===== src/rtl/codec_frame_tx.sv =====
module codec_frame_tx #(
  parameter int TAG_W  = 16,
  parameter int SLOT_W = 20,
  parameter int SLOTS  = 12,
  parameter int ADDR_W = 7,
  parameter int DATA_W = 16,
  parameter int PCM_W  = 18
) (
  input  logic              bclk,
  input  logic              rst_n,
  input  logic              cmd_valid,
  input  logic              cmd_read,
  input  logic [ADDR_W-1:0] cmd_addr,
  input  logic [DATA_W-1:0] cmd_data,
  output logic              cmd_ready,
  input  logic [PCM_W-1:0]  pcm_left,
  input  logic [PCM_W-1:0]  pcm_right,
  output logic              sdata,
  output logic              sync,
  output logic              frame_start
);
  localparam int FRAME_W = TAG_W + SLOTS * SLOT_W;
  localparam int CNT_W   = $clog2(FRAME_W);
  localparam int A_PAD   = SLOT_W - 1 - ADDR_W;
  localparam int D_PAD   = SLOT_W - DATA_W;
  localparam int P_PAD   = SLOT_W - PCM_W;
  localparam int ZERO_W  = (SLOTS - 4) * SLOT_W;
  localparam logic [CNT_W-1:0] LAST = CNT_W'(FRAME_W - 1);

  logic [CNT_W-1:0]  cnt;
  logic              started;
  logic              pend_vld, pend_rd;
  logic [ADDR_W-1:0] pend_addr;
  logic [DATA_W-1:0] pend_data;
  logic              cur_vld, cur_rd;
  logic [ADDR_W-1:0] cur_addr;
  logic [DATA_W-1:0] cur_data;
  logic [PCM_W-1:0]  cur_left, cur_right;

  wire at_last = (cnt == LAST);

  always_ff @(posedge bclk or negedge rst_n) begin
    if (!rst_n) begin
      cnt       <= LAST;
      started   <= 1'b0;
      pend_vld  <= 1'b0;
      pend_rd   <= 1'b0;
      pend_addr <= '0;
      pend_data <= '0;
      cur_vld   <= 1'b0;
      cur_rd    <= 1'b0;
      cur_addr  <= '0;
      cur_data  <= '0;
      cur_left  <= '0;
      cur_right <= '0;
    end else begin
      cnt <= at_last ? '0 : cnt + 1'b1;
      if (at_last) begin
        started   <= 1'b1;
        cur_vld   <= pend_vld;
        cur_rd    <= pend_rd;
        cur_addr  <= pend_addr;
        cur_data  <= pend_data;
        cur_left  <= pcm_left;
        cur_right <= pcm_right;
        pend_vld  <= 1'b0;
      end
      if (cmd_valid && !pend_vld) begin
        pend_vld  <= 1'b1;
        pend_rd   <= cmd_read;
        pend_addr <= cmd_addr;
        pend_data <= cmd_data;
      end
    end
  end

  logic [TAG_W-1:0]   tag;
  logic [SLOT_W-1:0]  slot_cmd, slot_dat, slot_l, slot_r;
  logic [FRAME_W-1:0] frame;

  always_comb begin
    tag            = '0;
    tag[TAG_W-1]   = 1'b1;
    tag[TAG_W-2]   = cur_vld;
    tag[TAG_W-3]   = cur_vld;
    tag[TAG_W-4]   = 1'b1;
    tag[TAG_W-5]   = 1'b1;
  end

  assign slot_cmd = cur_vld ? {cur_rd, cur_addr, {A_PAD{1'b0}}} : '0;
  assign slot_dat = (cur_vld && !cur_rd) ? {cur_data, {D_PAD{1'b0}}} : '0;
  assign slot_l   = {cur_left,  {P_PAD{1'b0}}};
  assign slot_r   = {cur_right, {P_PAD{1'b0}}};
  assign frame    = {tag, slot_cmd, slot_dat, slot_l, slot_r, {ZERO_W{1'b0}}};

  assign cmd_ready   = !pend_vld;
  assign sdata       = started && frame[LAST - cnt];
  assign sync        = started && (cnt < CNT_W'(TAG_W));
  assign frame_start = started && (cnt == '0);
endmodule


===== config.mk =====
export PLATFORM = sky130hd
export DESIGN_NAME = codec_frame_tx
export DESIGN_NICKNAME = d
export VERILOG_FILES = /design/src/rtl/codec_frame_tx.sv
export SDC_FILE = /design/constraint.sdc
export NUM_CORES = 1
export LEC_CHECK = 0
export BUFFER_PORTS_ARGS = -buffer_cell sky130_fd_sc_hd__buf_2
export CAP_MARGIN = 20
export CELL_PAD_IN_SITES_DETAIL_PLACEMENT = 0
export CELL_PAD_IN_SITES_GLOBAL_PLACEMENT = 1
export CORE_MARGIN = 2
export CORE_UTILIZATION = 47
export DETAILED_ROUTE_END_ITERATION = 10
export GPL_TIMING_DRIVEN = 1
export HOLD_SLACK_MARGIN = 0.02
export PLACE_DENSITY = 0.86
export RECOVER_POWER = 100
export REMOVE_ABC_BUFFERS = 1
export SYNTH_ARGS = -nofsm -noshare
export SYNTH_HDL_FRONTEND = slang
export SYNTH_SLANG_ARGS = --single-unit

===== constraint.sdc =====
create_clock -name bclk -period 2.49 [get_ports bclk]
set_input_delay 0.249 -clock bclk [delete_from_list [all_inputs] [get_ports bclk]]
set_output_delay 0.249 -clock bclk [all_outputs]
set_load 0.1 [all_outputs]

Yosys cells after proc, flatten, opt, wreduce, memory -nomap -nowiden
Index checks and enable logic that the tools add are counted.
{"block": "op_classes", "addsub": 2, "multipliers": 0, "n_div": 0, "order_cmp": 2, "eq_ne": 1, "shift": 0, "muxes": 7, "bitwise": 0, "n_reduce_logical": 9}
{"op": "2-to-1 mux 20 bit", "n": 2}
{"op": "< comparator 8 x 9 -> 1 bit, second input constant", "n": 1}
{"op": "adder 8 x 1 -> 8 bit, second input constant", "n": 1}
{"op": "binary-select mux 1 bit (select 8 bit)", "n": 1}
{"op": "== test 8 bit, second input constant", "n": 1}
{"op": "zero test 8 bit", "n": 1}
{"op": "< comparator 8 x 5 -> 1 bit, second input constant", "n": 1}
{"op": "2-to-1 mux 8 bit", "n": 1}
{"op": "subtractor 8 bit, first input constant", "n": 1}
{"op": "logical AND 1 bit", "n": 5}
{"op": "2-to-1 mux 1 bit", "n": 3}
{"op": "zero test 1 bit", "n": 2}
{"op": "nonzero test 2 bit", "n": 1}
{"block": "totals", "ff_bits": 95, "latch_bits": 0, "mem_bits_rw": 0, "rom_bits": 0, "out_inout_bits": 4, "mem_count": 0}

Logic depth before layout (Yosys ltp)
{"block": "depth", "ltp_word": 6, "depth_mapped": 9}

Least setup slack after synthesis
Ideal clock, no wire load.
{"block": "synth_path", "path_type": "reg2out", "start": "reg cnt[6]", "end": "out frame_start", "arrival_time_ns": 3.953, "required_ns": 2.241, "path_slack_ns": -1.712, "stages_incl_launch_ff": 4, "cell_sequence": "dfstp_2 nor3b_1 nor3b_1 and3_1"}
{"block": "synth_via", "elab_chain_cells": 2}
{"item": "from (decl)", "line": "30", "text": "logic [CNT_W-1:0] cnt;"}
{"item": "from (signal assigned)", "line": "57", "text": "cnt <= at_last ? '0 : cnt + 1'b1;"}
{"item": "zero test 8 bit", "line": "99", "text": "assign frame_start = started && (cnt == '0);"}
{"item": "logical AND 1 bit", "line": "99"}
{"item": "to (decl)", "line": "20", "text": "output logic frame_start"}
Every way passes these cells.

Worst setup path in the final report
{"block": "layout_path", "start": "reg cnt[0]", "end": "out sdata"}
{"block": "layout_via", "elab_chain_cells": 4}
{"item": "subtractor 8 bit", "line": "97", "text": "assign sdata = started && frame[LAST - cnt];"}
{"item": "binary-select mux 1 bit (select 8 bit)", "line": "97"}
{"item": "2-to-1 mux 1 bit (implied by the code)", "line": "97"}
{"item": "logical AND 1 bit", "line": "97"}
{"item": "to (decl)", "line": "18", "text": "output logic sdata,"}
Every way passes these cells. The select of a mux whose other input is x is not followed.

==> summary.txt <==
Outcome
  – Outcome: finished, violations left
  – Failing checks: setup timing

Route
  – ANT nets after route: 0
  – DRC Markers: 0
  – Wirelength per Cell: 17.2 um
  – Vias: 2631
  – DR iter-0 viols: 71
  – DRT Wirelength: 8.29 mm
  – DRT Pass-1 Iters: 4
  – DR vias/cell: 5.47

Synth
  – Ys Warns: 0
  – Synth cell types: 34
  – Mapped Avg Cell Area: 14.9 um2
  – Register area share after synthesis: 56.2%
  – Ys flop type: dfrtp_1
  – #FFs+latches synth: 95
  – Async set-reset flop share out of synthesis: 100%
  – Post-synth EDFFs: 0
  – Synthesized instance count: 285
  – Cell area after synthesis: 4250 um2

Clocking
  – Clk sink count: 95
  – Clock Latency Late Sink: 350 ps
  – Number of buffers created by CTS: 9
  – CTS tree: built
  – CTS H-tree depth: 3
  – Root Buffer: clkbuf_8
  – Worst-path clk slew: 90 ps
  – Clock Path Buffers: 2

Global routing
  – Total global-route track usage: 16.9%
  – Number of global-route vias before repair: 2703
  – First-pass GRT wire length: 13.0 mm
  – Initial antenna violation count: 0
  – Largest net degree at the start of global routing: 53
  – Remaining Overflow, GRT: 0

Power and ir drop
  – VDD IR max: 0.406 mV
  – Power Density: 521 nW/um2
  – Leak pwr: 2.53 nW

Final layout
  – Most frequent cells in the layout: dfrtp_1 (87), buf_2 (64), mux2_2 (53)
  – N_diodes: 0
  – Nets: 434
  – Share of layout cells above drive strength 1: 50.1%
  – P&R area growth vs syn: 20.1%
  – Commonest non-fill, non-tap cell in the layout: dfrtp_1

STA
  – # setup viols final: 1
  – Clock skew: 7.22 ps
  – PnR worst setup slack: -145 ps
  – Minimum clock period: 2630 ps
  – FMAX: 380 MHz
  – Tightest Pin Transition: 1280 ps
  – Max-slew violations: 0
  – RSZ-0062 raised after global routing: true
  – Period utilization: 106%
  – Slew margin rel.: 14.4%
  – Hold slack: 106 ps
  – Fin Setup TNS: -145 ps
  – Final Hold Vio Count: 0

Job
  – Maximum capacitance violations: 0

Place
  – DPL Wire Length: 5.57 mm
  – Port-buffer cells: 66
  – Routability cong.: 0.867

Hold path
  – Beginning of the worst hold path: pcm_right[15]
  – Hold crit path type: in -> reg
  – Worst Hold End: cur_right[15]
  – Hold depth: 2

Worst setup path
  – Crit path arrival time: 2390 ps
  – Crit path buffers/inverters: 2
  – Crit path launch: cnt[0]
  – Crit. End Element: primary output
  – CP Cell Sequence: buf_12 -> mux4_2 -> o21bai_1 -> nand2_1 -> a311oi_1 -> a21oi_1 -> buf_6
  – Kind of critical path: reg -> out
  – Critical Path RT: 2240 ps
  – Crit-path max cell delay: 600 ps
  – Critical Path Start Type: flop
  – Worst r2r src: cnt[0]
  – Slowest CP cell: dfstp_2
  – R2R cell count: 8
  – CP Max Fanout: 8
  – Reg2Reg Setup Slack: 20 ps
  – Top delay family on crit path: flip-flops
  – Reg2Reg Capture Point: cur_right[1]

Floorplanning
  – IO Pins: 67
  – Starting Density: 48.5%
  – Rows: 34
  – Core area: 8760 um2
  – Die Wd: 99.1 um
  – Die height: 99.1 um
  – Die area: 9820 um2
-- metrics by stage --
stage	util, %	setup slack [ps]	power, mW	cells	area [um2]
after detailed placement	53.9	86.8	1.77	451	4720
after global placement	53.9	111	1.76	451	4720
after floorplan	-	-1710	1.67	266	4120
after global routing	58.3	-291	2.79	481	5100
final	58.3	-145	2.66	481	5100
after CTS	56.9	-148	2.70	474	4990
-- flip-flops by register name, indices dropped and copies added, names as in the netlist --
register / count
pend_data: 16
cur_right: 18
cur_addr: 7
cur_data: 16
pend_vld: 1
pend_addr: 7
cur_vld: 1
cur_left: 18
pend_rd: 1
started: 1
cur_rd: 1
cnt: 8
-- area by class of cell --
class | instances | area [um2]
repair buffers | 92 | 648
inverters | 5 | 18.8
clock inverters | 4 | 30.0
clock buffers | 11 | 151
multi-input cells | 166 | 1730
well taps | 108 | 135
flip-flops and latches | 95 | 2390
fillers | 702 | 3660
-- where the power goes --
part,internal [mW],switching [mW]
registers,1.59,0.0256
clock network,0.416,0.509
logic,0.0698,0.0530
-- synthesized netlist by cell type (all sizes together), types with 2 or more instances --
cell    instances  area [um2]
a21oi           4        20.0
nand4b          2        17.5
o211ai          3        22.5
and3            2        12.5
inv             5        18.8
nor3b           2        15.0
nor2            9        33.8
xnor2           4        35.0
clkbuf          3        11.3
mux4           13         297
dfrtp          87        2180
mux2i           4        40.0
dfstp           8         210
buf            16         118
mux2           88         991
ha              2        25.0
a311oi          3        26.3
nor2b           4        25.0
nand3           4        20.0
nand2           7        26.3
o21ai           5        25.0
xor2            2        17.5
-- what timing repair did --
item                       4_1_cts  5_1_grt
hold buffers                     1        0
gates resized for setup          5        3
buffers inserted                 7        2
cloned                           0        5
setup endpoints to repair        1       62
pin swaps                        3        2
hold endpoints to repair        42        0
-- how the worst max path moves through the flow --
stage | end | slack, ps | cells past startpoint
5_1_grt | sdata | -290 | 8
6_report | sdata | -140 | 7
3_3_place_gp | sdata | 110 | 7
2_1_floorplan | frame_start | -1710 | 3
4_1_cts | sdata | -150 | 7
3_5_place_dp | sdata | 90 | 7
-- layer usage --
layer  vias up  global-route usage, %  routed length (um)
met4         0                   4.11                  74
li1       1203                      -                   -
met1      1348                   21.3                3600
met3         9                   5.18                 434
met2        71                   28.7                4180
met5         -                      0                   0
-- logic make-up after synthesis --
kind of cell    synth area share [%]
xor+xnor                        1.24
compound gates                  3.00
flops                           56.2
buf+inv                         3.47
mux                             31.2
fa+ha+maj                      0.589
simple gates                    4.27
(Power assumes the default switching activity.)
